[src/rtl/scp_pkg.sv]
package scp_pkg;
   localparam int unsigned STAT_FIELDS = 4;

   typedef struct packed {
      logic busy2;
      logic busy1;
      logic ncr2;
      logic ncr1;
   } scp_stat_t;

   function automatic logic [STAT_FIELDS-1:0] stat_bits(scp_stat_t s);
      return {s.busy2, s.busy1, s.ncr2, s.ncr1};
   endfunction
endpackage

[src/rtl/scp_sync.sv]
module scp_sync #(
   parameter int unsigned W = 1,
   parameter int unsigned STAGES = 2,
   parameter logic [W-1:0] RST_VAL = '0
) (
   input  logic         clk,
   input  logic         rst_n,
   input  logic [W-1:0] d,
   output logic [W-1:0] q
);
   if (STAGES < 2) begin : g_bad
      $error("scp_sync needs at least two stages");
   end

   logic [W-1:0] stg [STAGES];

   for (genvar g = 0; g < STAGES; g++) begin : g_stage
      if (g == 0) begin : g_first
         always_ff @(posedge clk or negedge rst_n)
            if (!rst_n) stg[g] <= RST_VAL;
            else        stg[g] <= d;
      end else begin : g_next
         always_ff @(posedge clk or negedge rst_n)
            if (!rst_n) stg[g] <= RST_VAL;
            else        stg[g] <= stg[g-1];
      end
   end

   assign q = stg[STAGES-1];
endmodule

[src/rtl/scp_rx.sv]
module scp_rx #(
   parameter int unsigned BYTE_W = 8
) (
   input  logic              clk,
   input  logic              rst_n,
   input  logic              clr_i,
   input  logic              samp_i,
   input  logic              bit_i,
   input  logic              wr_rise_i,
   input  logic              dw_rise_i,
   output logic [BYTE_W-1:0] byte_o,
   output logic              cmd_valid_o,
   output logic              data_valid_o,
   output logic              err_o
);
   localparam int unsigned CNT_W   = $clog2(BYTE_W + 2);
   localparam int unsigned CNT_MAX = BYTE_W + 1;

   logic [BYTE_W-1:0] sh;
   logic [CNT_W-1:0]  cnt;
   logic              strobe, good;

   assign strobe = wr_rise_i | dw_rise_i;
   assign good   = (cnt == CNT_W'(BYTE_W)) && !(wr_rise_i && dw_rise_i);

   always_ff @(posedge clk or negedge rst_n) begin
      if (!rst_n) begin
         sh           <= '0;
         cnt          <= '0;
         byte_o       <= '0;
         cmd_valid_o  <= 1'b0;
         data_valid_o <= 1'b0;
         err_o        <= 1'b0;
      end else begin
         cmd_valid_o  <= 1'b0;
         data_valid_o <= 1'b0;
         err_o        <= 1'b0;
         if (clr_i) begin
            cnt <= '0;
         end else if (strobe) begin
            cnt <= '0;
            if (good) begin
               byte_o       <= sh;
               cmd_valid_o  <= wr_rise_i;
               data_valid_o <= dw_rise_i;
            end else begin
               err_o <= 1'b1;
            end
         end else if (samp_i) begin
            sh <= {sh[BYTE_W-2:0], bit_i};
            if (cnt != CNT_W'(CNT_MAX)) cnt <= cnt + 1'b1;
         end
      end
   end

   a_r5_cmd_on_full_byte: assert property (@(posedge clk) disable iff (!rst_n)
      (wr_rise_i && !dw_rise_i && !clr_i && cnt == CNT_W'(BYTE_W)) |=> cmd_valid_o);

   a_r7_short_byte_flags: assert property (@(posedge clk) disable iff (!rst_n)
      (strobe && !clr_i && cnt != CNT_W'(BYTE_W)) |=> (err_o && !cmd_valid_o && !data_valid_o));
endmodule

[src/rtl/scp_tx.sv]
module scp_tx #(
   parameter int unsigned BYTE_W = 8
) (
   input  logic              clk,
   input  logic              rst_n,
   input  logic              load_i,
   input  logic              hold_i,
   input  logic              shift_i,
   input  logic [BYTE_W-1:0] status_i,
   output logic              sdo_o,
   output logic              oe_o
);
   logic [BYTE_W-1:0] sh;

   always_ff @(posedge clk or negedge rst_n) begin
      if (!rst_n) begin
         sh   <= '0;
         oe_o <= 1'b0;
      end else if (load_i) begin
         sh   <= status_i;
         oe_o <= 1'b1;
      end else if (!hold_i) begin
         oe_o <= 1'b0;
      end else if (shift_i && oe_o) begin
         sh <= {sh[BYTE_W-2:0], 1'b0};
      end
   end

   assign sdo_o = oe_o & sh[BYTE_W-1];

   a_r8_oe_needs_read: assert property (@(posedge clk) disable iff (!rst_n)
      (!hold_i && !load_i) |=> !oe_o);

   a_r8_oe_starts_on_fall: assert property (@(posedge clk) disable iff (!rst_n)
      $rose(oe_o) |-> $past(load_i));
endmodule

[src/rtl/scp_top.sv]
module scp_top #(
   parameter int unsigned BYTE_W      = 8,
   parameter int unsigned SYNC_STAGES = 2
) (
   input  logic              clk,
   input  logic              rst_n,
   input  logic              cs_n,
   input  logic              wr_n,
   input  logic              dw_n,
   input  logic              rd_n,
   input  logic              sck,
   input  logic              sdi,
   output logic              sdo,
   output logic              do_oe,
   input  logic              st_busy1,
   input  logic              st_busy2,
   input  logic              st_ncr1,
   input  logic              st_ncr2,
   output logic [BYTE_W-1:0] rx_byte,
   output logic              cmd_valid,
   output logic              data_valid,
   output logic              frame_err
);
   import scp_pkg::*;

   localparam int unsigned PINS = 6;
   localparam logic [PINS-1:0] PIN_IDLE = 6'b111100;

   if (BYTE_W < STAT_FIELDS + 1) begin : g_bad_w
      $error("BYTE_W too small for the status layout");
   end

   logic [PINS-1:0] s_pins, p_pins;
   logic s_cs_n, s_wr_n, s_dw_n, s_rd_n, s_sck, s_di;
   logic p_cs_n, p_wr_n, p_dw_n, p_rd_n, p_sck;
   logic cs_act, cs_fall, wr_rise, dw_rise, rd_fall, samp_ev;
   logic fall_mode;
   scp_stat_t stat;
   logic [BYTE_W-1:0] stat_byte;

   scp_sync #(.W(PINS), .STAGES(SYNC_STAGES), .RST_VAL(PIN_IDLE)) u_sync (
      .clk(clk), .rst_n(rst_n),
      .d({cs_n, wr_n, dw_n, rd_n, sck, sdi}),
      .q(s_pins)
   );

   assign {s_cs_n, s_wr_n, s_dw_n, s_rd_n, s_sck, s_di} = s_pins;

   always_ff @(posedge clk or negedge rst_n)
      if (!rst_n) p_pins <= PIN_IDLE;
      else        p_pins <= s_pins;

   assign {p_cs_n, p_wr_n, p_dw_n, p_rd_n, p_sck} = p_pins[PINS-1:1];

   assign cs_act  = !s_cs_n;
   assign cs_fall = cs_act & p_cs_n;
   assign wr_rise = cs_act & s_wr_n & !p_wr_n;
   assign dw_rise = cs_act & s_dw_n & !p_dw_n;
   assign rd_fall = cs_act & !s_rd_n & p_rd_n;

   always_ff @(posedge clk or negedge rst_n)
      if (!rst_n)       fall_mode <= 1'b0;
      else if (cs_fall) fall_mode <= s_sck;

   assign samp_ev = cs_act & !cs_fall &
                    (fall_mode ? (!s_sck & p_sck) : (s_sck & !p_sck));

   assign stat      = '{busy2: st_busy2, busy1: st_busy1, ncr2: st_ncr2, ncr1: st_ncr1};
   assign stat_byte = BYTE_W'(stat_bits(stat));

   scp_rx #(.BYTE_W(BYTE_W)) u_rx (
      .clk(clk), .rst_n(rst_n),
      .clr_i(cs_fall), .samp_i(samp_ev), .bit_i(s_di),
      .wr_rise_i(wr_rise), .dw_rise_i(dw_rise),
      .byte_o(rx_byte), .cmd_valid_o(cmd_valid),
      .data_valid_o(data_valid), .err_o(frame_err)
   );

   scp_tx #(.BYTE_W(BYTE_W)) u_tx (
      .clk(clk), .rst_n(rst_n),
      .load_i(rd_fall), .hold_i(cs_act & !s_rd_n), .shift_i(samp_ev),
      .status_i(stat_byte), .sdo_o(sdo), .oe_o(do_oe)
   );

   a_r5_one_pulse: assert property (@(posedge clk) disable iff (!rst_n)
      $onehot0({cmd_valid, data_valid, frame_err}));

   a_r1_cs_high_quiet: assert property (@(posedge clk) disable iff (!rst_n)
      (s_cs_n && p_cs_n) |=> !(cmd_valid || data_valid || frame_err || do_oe));
endmodule

[config.mk]
export PLATFORM = sky130hd
export DESIGN_NAME = scp_top
export DESIGN_NICKNAME = d
export VERILOG_FILES = /design/src/rtl/scp_pkg.sv /design/src/rtl/scp_sync.sv /design/src/rtl/scp_rx.sv /design/src/rtl/scp_tx.sv /design/src/rtl/scp_top.sv
export SDC_FILE = /design/constraint.sdc
export NUM_CORES = 1
export LEC_CHECK = 0
export BUFFER_PORTS_ARGS = -buffer_cell sky130_fd_sc_hd__buf_2
export CORE_ASPECT_RATIO = 0.7
export CORE_MARGIN = 5
export CORE_UTILIZATION = 24
export DETAILED_ROUTE_END_ITERATION = 6
export PLACE_DENSITY = 0.41
export SLEW_MARGIN = 30
export SYNTH_ARGS = -nofsm -noshare
export SYNTH_HDL_FRONTEND = slang
export SYNTH_HIERARCHICAL = 1
export SYNTH_SLANG_ARGS = --single-unit
[constraint.sdc]
create_clock -name clk -period 3.2 [get_ports clk]
set_clock_uncertainty 0.15 [all_clocks]
set_input_delay 0.16 -clock clk [delete_from_list [all_inputs] [get_ports clk]]
set_output_delay 0.16 -clock clk [all_outputs]
set_load 0.01 [all_outputs]
; ---- Word-level counts from Yosys, hierarchy flattened
; Index checks and enable logic that the tools add are counted.
; Widths: inputs -> output; s select.
[classes]
addsub = 1
bitwise_logic = 15
mux = 19
eq_ne = 3
multipliers = 0
reduce_logical = 19
shifts = 0
div = 0
n_lt_le_gt_ge = 0
[op_table]
columns = op, count
row1 = $mux 8, 3
row2 = $mux 4, 4
row3 = $and 1x1->1, 12
row4 = $mux 1, 12
row5 = $logic_not 1->1, 8
row6 = $reduce_and 3->1, 2
row7 = $reduce_bool 3->1, 2
row8 = $add 4x1->4 const B, 1
row9 = $eq 4x4->1 const B, 1
row10 = $ne 4x4->1 const B, 1
row11 = $reduce_and 2->1, 2
row12 = $reduce_bool 2->1, 2
row13 = $logic_and 1x1->1, 3
row14 = $ne 2x2->1 const B, 1
row15 = $not 1->1, 2
row16 = $or 1x1->1, 1
[word_totals]
output_inout_bits = 13
ramBits = 0
latchBits = 0
mem_bits_ro = 0
inputBits = 12
mem_count = 0
register_bits = 51
elab_cells = 69

; ---- Logic depth before layout (Yosys ltp)
; Gate-level depths: netlist (run 1).
[depth]
word_depth = 9
mapped_depth = 7
depth_no_buf = 5

; ---- Hierarchy
; Netlist (run 1), hierarchy kept.
[by_module_without_submodules]
columns = mod, seq_area_each_um2, instances, area_per_inst_um2, cells_each
row1 = scp_rx, 575.6, 1, 1016.0, 74
row2 = scp_tx, 225.2, 1, 476.7, 46
row3 = scp_sync, 310.3, 1, 355.3, 18
row4 = scp_top, 155.1, 1, 230.2, 16

; ---- Least setup slack after synthesis (run 1)
; Ideal clock, no wire load.
[synth_path]
path_type = register -> register
startpoint = reg u_sync.stg (netlist bit u_sync/q[3])
endpoint = reg u_rx.byte_o[0]
n_path_buf = 2
t_required_ns = 2.925
arrival_time_ns = 2.012
stages_incl_launch_ff = 7
setup_slack_ns = 0.912
period_less_slack_ns = 2.288
setup_time_ns = 0.125
path_cell_list = dfstp_2 -> buf_4 -> nor3b_1 -> xnor2_1 -> or4_1 -> buf_6 -> mux2_4
[synth_via]
elab_chain_cells = 6
word_cells_on_any_way = 7
cone_classes = 3 x bitwise / 4 x reduce/logical
[synth_lines]
columns = element, line
row1 = start: declaration, scp_sync.sv:15  ; logic [W-1:0] stg [STAGES];
row2 = start signal: indexed assignment, scp_sync.sv:25  ; else stg[g] <= stg[g-1];
row3 = $and 1x1->1 * (2 in series), scp_top.sv:58  ; assign dw_rise = cs_act & s_dw_n & !p_dw_n;
row4 = net dw_rise, scp_top.sv:36  ; logic cs_act, cs_fall, wr_rise, dw_rise, rd_fall, samp_ev;
row5 = $logic_and 1x1->1, scp_rx.sv:24  ; assign good = (cnt == CNT_W'(BYTE_W)) && !(wr_rise_i && dw_rise_i);
row6 = $logic_not 1->1, scp_rx.sv:24
row7 = $logic_and 1x1->1, scp_rx.sv:24
row8 = $reduce_and 3->1 (no line) *, n/a
row9 = end signal: assignment, scp_rx.sv:43  ; byte_o <= sh;
row10 = end: declaration, scp_rx.sv:11  ; output logic [BYTE_W-1:0] byte_o,
; Mark *: on every way through the listed nets, which the timed path passes. The rest lies on a longest branch.
; A chain may end at the register's enable or synchronous reset.

; ---- Worst setup path after layout (run 1)
[layout_path]
startpoint = reg u_sync.stg (netlist bit u_sync/q[3])
endpoint = reg u_rx.byte_o[2]
; Same word-level chain as after synthesis.

==> reports/qor.tcl, run 1 <==
set qor(root_buffer) {sky130_fd_sc_hd__clkbuf_16}
set qor(remaining_number_of_nets_flagged_by_the_antenna_check_after_routing) 0
set qor(floorplan.die_area_sq_mm) 0.01065
set qor(ys_seq_area_share_pct) 60.93
set qor(htreeDepth) 2
set qor(timing.critical_path.required_ns) 3.22
set qor(postCtsSetupRepairBufs) 0
set qor(critPathMaxStageDelay_ns) 0.69
set qor(worst-endpoint-arrival_ns) 2.55
set qor(worst_hold_path_type) {register to register}
set qor(grt_pass1_wl_um) 6113
set qor(route.detailed.drc) 0
set qor(met3RoutedLength_um) 187
set qor(initial_antenna_violation_count) 0
set qor(worst_slew_slack_as_a_fraction_of_its_limit_pct) 55.67
set qor(critical_path_class) {register to register}
set qor(maxUsedRoutingLayer) {met4}
set qor(critical_path_cell_count) 4
set qor(crit-reg2reg-capture) {u_rx/byte_o[2]}
set qor(cts_made_buffers) 5
set qor(core_area_sq_mm) 0.008443
set qor(floorplan.die.height_um) 87.86
set qor(post-route-period-util_pct) 78.99
set qor(setup.worst_path.end_class) {register}
set qor(fmax_ghz) 0.3956
set qor(cp_num_buf_inv) 0
set qor(tns_ns) 0
set qor(max_cap_violations) 0
set qor(internal_power_mw) 1.058
set qor(final_hold_viol_count) 0
set qor(design_power_total_mw) 1.371
set qor(cts_resized) 0
set qor(cp-endpoint) {u_rx/byte_o[2]}
set qor(track_usage_pct) 7.407
set qor(synthCells) 154
set qor(port_buffers) 24
set qor(startpoint) {u_sync/q[3]}
set qor(clockBufferDepth) 2
set qor(cts_sinks) 50
set qor(critical_path.top_delay_family) {simple AND/OR/NAND/NOR gates}
set qor(yosysUniqueCellTypes) 33
set qor(fp.dieW_um) 121.2
set qor(tritoncts_clock_tree) {yes}
set qor(worst_reg_to_reg_cells) 4
set qor(insertedDiodeCount) 0
set qor(drive_above_1_share_pct) 41.36
set qor(post-route-min-period_ns) 2.528
set qor(synth.avg_cell_area_sq_um) 13.50
set qor(critical_path_peak_fanout) 8
set qor(seq_power_share_pct) 52.6
set qor(first_iter_violations) 40
set qor(grt_setup_unrepaired) {false}
set qor(power.share.combinational_pct) 7.6
set qor(setup.reg_to_reg.worst_slack_ns) 0.67
set qor(num-nets-final) 205
set qor(yosys_warnings) 6
set qor(total_length_of_routed_wires_um) 3516
set qor(top_ports) 25
set qor(routabilityCongestion) 0.7369
set qor(seq_area_sq_mm) 0.001266
set qor(clock_pin_slew_of_the_registers_on_the_worst_case_setup_and_hold_paths_ns) 0.07
set qor(share_clk_of_total_power_pct) 39.8
set qor(avgViaCountPerCell) 3.781
set qor(num_vias) 1176
set qor(setup_ws_ns) 0.6724
set qor(regToRegStartpoint) {u_sync/q[3]}
set qor(number_of_global_route_vias_before_repair) 1246
set qor(power_density_mw_per_mm2) 536.8
set qor(run_status) {finished clean}
set qor(initial_core_util_pct) 24.61
set qor(power.ir.vdd_worst_mv) 0.2578
set qor(tightestPinTransition_ns) 0.6650
set qor(slew_viol_final) 0
set qor(n_fill_cell) 871
set qor(clk-insertion-delay-late_ns) 0.29
set qor(grt_start_max_net_pins) 31
set qor(cts.hold.buffers_added) 11
set qor(switching_share_of_total_power_pct) 22.82
set qor(critPathLaunchType) {register}
set qor(pre_cts_ws_ns) 0.6715
set qor(dr_wl_met2_um) 1399
set qor(drt-pass1-iter-count) 4
set qor(overflow_left_after_global_routing) 0
set qor(area_delta_synth_final_pct) 22.88
set qor(setup_viol_count_final) 0
set qor(synth.ff_latch_count) 50
set qor(path_cells) {nor3b_1 -> xnor2_1 -> or4_1 -> mux2_4}
set qor(p_leak_nw) 1.163
set qor(detailedPlacementHpwl_um) 2432
set qor(mappedNetlistArea_sq_mm) 0.002078
set qor(met1Wirelength_um) 1900
set qor(core.rowCount) 28
set qor(area_of_the_multi_input_gates_sq_um) 732.0
set qor(critical_path.slowest_cell) {sky130_fd_sc_hd__or4_1}
set qor(route.detailed.wl_per_inst_um) 11.31
set qor(p_switching_uw) 312.9
cell usage after synthesis:
master	count	area share (%)
sky130_fd_sc_hd__or3_1	1	0.30
sky130_fd_sc_hd__nand3_1	4	0.96
sky130_fd_sc_hd__nor2_1	1	0.18
sky130_fd_sc_hd__and2_1	3	0.90
sky130_fd_sc_hd__o21ai_0	4	0.96
sky130_fd_sc_hd__nand4_1	1	0.30
sky130_fd_sc_hd__ha_1	3	1.8
sky130_fd_sc_hd__and3b_1	1	0.42
sky130_fd_sc_hd__or3b_1	1	0.42
sky130_fd_sc_hd__or4_1	1	0.36
sky130_fd_sc_hd__nand3b_1	3	1.1
sky130_fd_sc_hd__xnor2_1	2	0.84
sky130_fd_sc_hd__inv_1	3	0.54
sky130_fd_sc_hd__nor3b_1	4	1.4
sky130_fd_sc_hd__mux2_2	9	4.9
sky130_fd_sc_hd__mux2_4	8	5.8
sky130_fd_sc_hd__buf_6	2	1.1
sky130_fd_sc_hd__nand2_1	13	2.3
sky130_fd_sc_hd__conb_1	1	0.18
sky130_fd_sc_hd__a21boi_0	2	0.72
sky130_fd_sc_hd__a21o_2	1	0.42
sky130_fd_sc_hd__o22ai_1	1	0.30
sky130_fd_sc_hd__buf_4	7	2.5
sky130_fd_sc_hd__buf_2	1	0.24
sky130_fd_sc_hd__a211oi_2	1	0.60
sky130_fd_sc_hd__nor2b_1	8	2.4
sky130_fd_sc_hd__dfstp_2	12	15
sky130_fd_sc_hd__and2_2	1	0.36
sky130_fd_sc_hd__dfrtp_1	38	46
sky130_fd_sc_hd__and3_1	1	0.30
sky130_fd_sc_hd__a21oi_1	1	0.24
sky130_fd_sc_hd__a21oi_2	14	5.9
sky130_fd_sc_hd__nor3_1	1	0.24
through the flow:
stage / instance area (sq um) / hold WS, ns / cells / util [%]
final: 2554 / 0.2000 / 311 / 30.25
after global routing: 2554 / 0.2077 / 311 / 30.25
after CTS: 2554 / 0.2028 / 311 / 30.25
after detailed placement: 2287 / 0.08791 / 292 / 27.09
after global placement: 2287 / 0.09551 / 292 / 27.09
after floorplan: 2090 / -0.2856 / 157 / -
power by group through the flow:
stage	sequential (mW)	combinational, mW	clock (mW)
floorplan	0.724	0.0714	0
global placement	0.734	0.0969	0
detailed placement	0.734	0.0964	0
CTS	0.722	0.107	0.567
global route	0.729	0.120	0.590
finish	0.721	0.104	0.546
metal layers:
metal  global-route usage [%]  vias to the layer above
li1                         -                      585
met1                    10.34                      566
met2                    10.58                       20
met3                    3.228                        5
met4                    1.831                        0
met5                        0                        -
cell families (layout without fill, tap and decap cells):
group | count (synthesis) | after routing | share of synthesized area [%]
flip-flops | 50 | 50 | 60.93
AND/OR/NAND/NOR | 44 | 44 | 12.04
AO/OA/AOI/OAI | 24 | 24 | 9.151
multiplexers | 17 | 17 | 10.66
buffers and inverters | 13 | 47 | 4.395
adder cells (fa/ha/maj) | 3 | 3 | 1.806
XOR/XNOR | 2 | 2 | 0.8430
other | 1 | 4 | 0.1804
sequential cells by signal (all words and copies together) (netlist names):
| name | flops |
|---|---|
| fall_mode | 1 |
| p_pins | 5 |
| u_rx/byte_o | 8 |
| u_rx/cmd_valid_o | 1 |
| u_rx/cnt | 4 |
| u_rx/data_valid_o | 1 |
| u_rx/err_o | 1 |
| u_rx/sh | 8 |
| u_sync/q | 6 |
| u_sync/stg | 6 |
| u_tx/oe_o | 1 |
| u_tx/sh | 8 |
worst min-delay path by stage:
stage / cells past startpoint / startpoint / endpoint
2_1_floorplan: 0 / rst_n / fall_mode
3_3_place_gp: 1 / rst_n / u_sync/stg[7]
3_5_place_dp: 1 / rst_n / u_sync/stg[7]
4_1_cts: 0 / u_sync/stg[6] / u_sync/q[0]
5_1_grt: 0 / u_sync/stg[8] / u_sync/q[2]
6_report: 0 / u_sync/stg[6] / u_sync/q[0]
cell usage in the layout, fill, tap and decap left out, types with 2 or more instances in the layout:
master	count
sky130_fd_sc_hd__a21boi_0	2
sky130_fd_sc_hd__a21oi_2	14
sky130_fd_sc_hd__and2_1	3
sky130_fd_sc_hd__buf_2	24
sky130_fd_sc_hd__clkbuf_16	5
sky130_fd_sc_hd__clkinv_4	2
sky130_fd_sc_hd__conb_1	4
sky130_fd_sc_hd__dfrtp_1	38
sky130_fd_sc_hd__dfstp_2	12
sky130_fd_sc_hd__dlygate4sd3_1	11
sky130_fd_sc_hd__ha_1	3
sky130_fd_sc_hd__inv_1	3
sky130_fd_sc_hd__mux2_2	9
sky130_fd_sc_hd__mux2_4	8
sky130_fd_sc_hd__nand2_1	13
sky130_fd_sc_hd__nand3_1	4
sky130_fd_sc_hd__nand3b_1	3
sky130_fd_sc_hd__nor2b_1	8
sky130_fd_sc_hd__nor3b_1	4
sky130_fd_sc_hd__o21ai_0	4
sky130_fd_sc_hd__xnor2_1	2
final cells by class:
cell class | instances | area share (%)
Multi-Input combinational cell | 94 | 28.66
Sequential cell | 50 | 49.58
Clock buffer | 6 | 5.439
Clock inverter | 2 | 0.6859
Tap cell | 120 | 5.879
Inverter | 3 | 0.4410
Timing Repair Buffer | 36 | 9.309
worst reg2reg max path, delay by kind of cell, from the launching register on:
kind	cells	cell delay, ns
flip-flops	1	0.53
XOR/XNOR	1	0.13
multiplexers	1	0.39
AND/OR/NAND/NOR	2	1.22
Note: power is estimated with default switching activity, not from simulation.
==> run 2: changes to the inputs <==
- clock period: 3.2 -> 2.6 ns (I/O delays scaled with it)
==> reports/qor.tcl, run 2 (synthesized netlist as in run 1, its figures left out) <==
set qor(layoutNonFillerInstCount) 317 ;# +1.9%
set qor(design_power_total_mw) 1.690 ;# +23%
set qor(cts_resized) 0 ;# unchanged
set qor(overflow_left_after_global_routing) 0 ;# unchanged
set qor(grt_use_met3_pct) 2.518 ;# -0.71 points
set qor(tritoncts_clock_tree) {yes}
set qor(worst_slew_slack_as_a_fraction_of_its_limit_pct) 55.52 ;# -0.15 points
set qor(tightestPinTransition_ns) 0.6672 ;# +0.002231 ns
set qor(critical_path_class) {register to register}
set qor(critical_path_peak_fanout) 8 ;# unchanged
set qor(num_vias) 1167 ;# -0.77%
set qor(first_iter_violations) 33 ;# -18%
set qor(core.rowCount) 28 ;# unchanged
set qor(whs_path_depth) 0 ;# unchanged
set qor(setup_viol_count_final) 0 ;# unchanged
set qor(clockBufferDepth) 2 ;# unchanged
set qor(critPathLaunchType) {register}
set qor(clk-insertion-delay-late_ns) 0.28 ;# about the same
set qor(mostFrequentLayoutCell) {sky130_fd_sc_hd__dfrtp_1}
set qor(max_cap_violations) 0 ;# unchanged
set qor(postCtsSetupRepairBufs) 0 ;# unchanged
set qor(drive_above_1_share_pct) 43.15 ;# +1.8 points
set qor(area_delta_synth_final_pct) 26.25
set qor(most-common-layout-cells) {sky130_fd_sc_hd__dfrtp_1 (38), sky130_fd_sc_hd__buf_2 (24), sky130_fd_sc_hd__a21oi_2 (14), sky130_fd_sc_hd__nand2_1 (13), sky130_fd_sc_hd__dfstp_2 (12)}
set qor(dp_cells) 298 ;# +2.1%
set qor(route.detailed.drc) 0 ;# unchanged
set qor(root_buffer) {sky130_fd_sc_hd__clkbuf_16}
set qor(worst_reg_to_reg_cells) 6 ;# +2
set qor(num-nets-final) 211 ;# +2.9%
set qor(tns_ns) 0 ;# unchanged
set qor(grt_pass1_wl_um) 6106 ;# -0.11%
set qor(total_length_of_routed_wires_um) 3550 ;# +0.97%
set qor(holdCritStartpoint) {u_sync/stg[7]}
set qor(global_route.peak_usage_layer) {met1}
set qor(routabilityCongestion) 0.7170 ;# -2.7%
set qor(final_hold_viol_count) 0 ;# unchanged
set qor(remaining_number_of_nets_flagged_by_the_antenna_check_after_routing) 0 ;# unchanged
set qor(avgViaCountPerCell) 3.681 ;# -2.6%
set qor(number_of_global_route_vias_before_repair) 1236 ;# -0.80%
set qor(route.detailed.wl_per_inst_um) 11.20 ;# -0.94%
set qor(post-route-period-util_pct) 82.72 ;# +3.7 points
set qor(grt_setup_unrepaired) {false}
set qor(p_leak_nw) 1.201 ;# +3.2%
set qor(port_buffers) 24 ;# unchanged
set qor(setup.worst_path.end_class) {register}
set qor(crit-reg2reg-capture) {u_rx/byte_o[0]}
set qor(top_ports) 25 ;# unchanged
set qor(dpl_cell_area_sq_mm) 0.002357 ;# +3.1%
set qor(cts_made_buffers) 5 ;# unchanged
set qor(fmax_ghz) 0.4650 ;# +18%
set qor(cts_sinks) 50 ;# unchanged
set qor(largest_registers_ranked_by_flip_flop_count) {u_rx/byte_o (8), u_rx/sh (8), u_tx/sh (8)}
set qor(timing.critical_path.required_ns) 2.62 ;# -0.60 ns
set qor(regToRegStartpoint) {u_sync/q[3]}
set qor(run_status) {finished clean}
set qor(floorplan.die.height_um) 87.86 ;# unchanged
set qor(initial_antenna_violation_count) 0 ;# unchanged
set qor(worst-endpoint-arrival_ns) 2.17 ;# -0.38 ns
set qor(grt_util_met2_pct) 9.778 ;# -0.81 points
set qor(clock_pin_slew_of_the_registers_on_the_worst_case_setup_and_hold_paths_ns) 0.07 ;# about the same
set qor(core_area_sq_mm) 0.008443 ;# unchanged
set qor(drt-pass1-iter-count) 3 ;# -1
set qor(initial_core_util_pct) 24.61 ;# unchanged
set qor(grt_start_max_net_pins) 51 ;# +65%
set qor(post-route-min-period_ns) 2.151 ;# -0.3770 ns
set qor(setup.reg_to_reg.worst_slack_ns) 0.45 ;# -0.22 ns
set qor(htreeDepth) 2 ;# unchanged
set qor(fp.dieW_um) 121.2 ;# unchanged
set qor(insertedDiodeCount) 0 ;# unchanged
set qor(floorplan.die_area_sq_mm) 0.01065 ;# unchanged
set qor(slew_viol_final) 0 ;# unchanged
set qor(detailedPlacementHpwl_um) 2336 ;# -3.9%
set qor(power.ir.vdd_worst_mv) 0.3278 ;# +27%
set qor(globalRouteMet1Util_pct) 10.90 ;# +0.57 points
set qor(cts.hold.buffers_added) 11 ;# unchanged
set qor(track_usage_pct) 7.358 ;# -0.050 points
set qor(power_density_mw_per_mm2) 644.1 ;# +20%
set qor(hold_end) {u_sync/q[1]}
set qor(final_area_sq_mm) 0.002624 ;# +2.7%
set qor(worst_hold_path_type) {register to register}
==> run 2: report_power, final <==
part           leakage [nW]  switching (mW)  total (mW)  internal, mW
Sequential            0.614          0.0409       0.889         0.848
Clock                0.0770           0.277       0.663         0.386
Combinational         0.510          0.0625       0.138        0.0757
==> run 2: per-stage QoR <==
stage	util (%)	hold slack [ns]	setup WS, ns
2_1_floorplan	-	-0.3156	0.3125
3_3_place_gp	27.92	-0.002789	0.4458
3_5_place_dp	27.92	-0.002425	0.4518
4_1_cts	31.08	0.2032	0.4379
5_1_grt	31.08	0.2116	0.3596
6_report	31.08	0.2006	0.4493
==> run 2: worst max-delay path by stage <==
stage	to	cells after the start	from
finish	u_rx/byte_o[0]	6	u_sync/q[3]
global route	u_rx/byte_o[0]	5	u_sync/q[4]
CTS	u_rx/byte_o[0]	6	u_sync/q[3]
detailed placement	u_rx/byte_o[1]	6	u_sync/q[3]
global placement	u_rx/byte_o[6]	6	u_sync/q[5]
floorplan	u_rx/byte_o[0]	6	u_sync/q[3]
==> run 2: final cells by class <==
class | count | area (sq um)
Fill cell | 856 | 5819
Sequential cell | 50 | 1266
Multi-Input combinational cell | 94 | 732.0
Timing Repair Buffer | 42 | 307.8
Tap cell | 120 | 150.1
Clock buffer | 6 | 138.9
Clock inverter | 2 | 17.52
Inverter | 3 | 11.26
==> run 2: layer usage <==
metal | up-vias | wire, um
met3 | 2 | 123
met5 | - | 0
met4 | 0 | 25
met2 | 17 | 1363
met1 | 553 | 2037
li1 | 595 | -
==> run 2: critical path, stage by stage (launching register included) <==
cell	delay, ns
sky130_fd_sc_hd__dfstp_2	0.54
sky130_fd_sc_hd__nor3b_1	0.17
sky130_fd_sc_hd__buf_4	0.17
sky130_fd_sc_hd__xnor2_1	0.07
sky130_fd_sc_hd__or4_1	0.42
sky130_fd_sc_hd__buf_4	0.21
sky130_fd_sc_hd__mux2_4	0.31
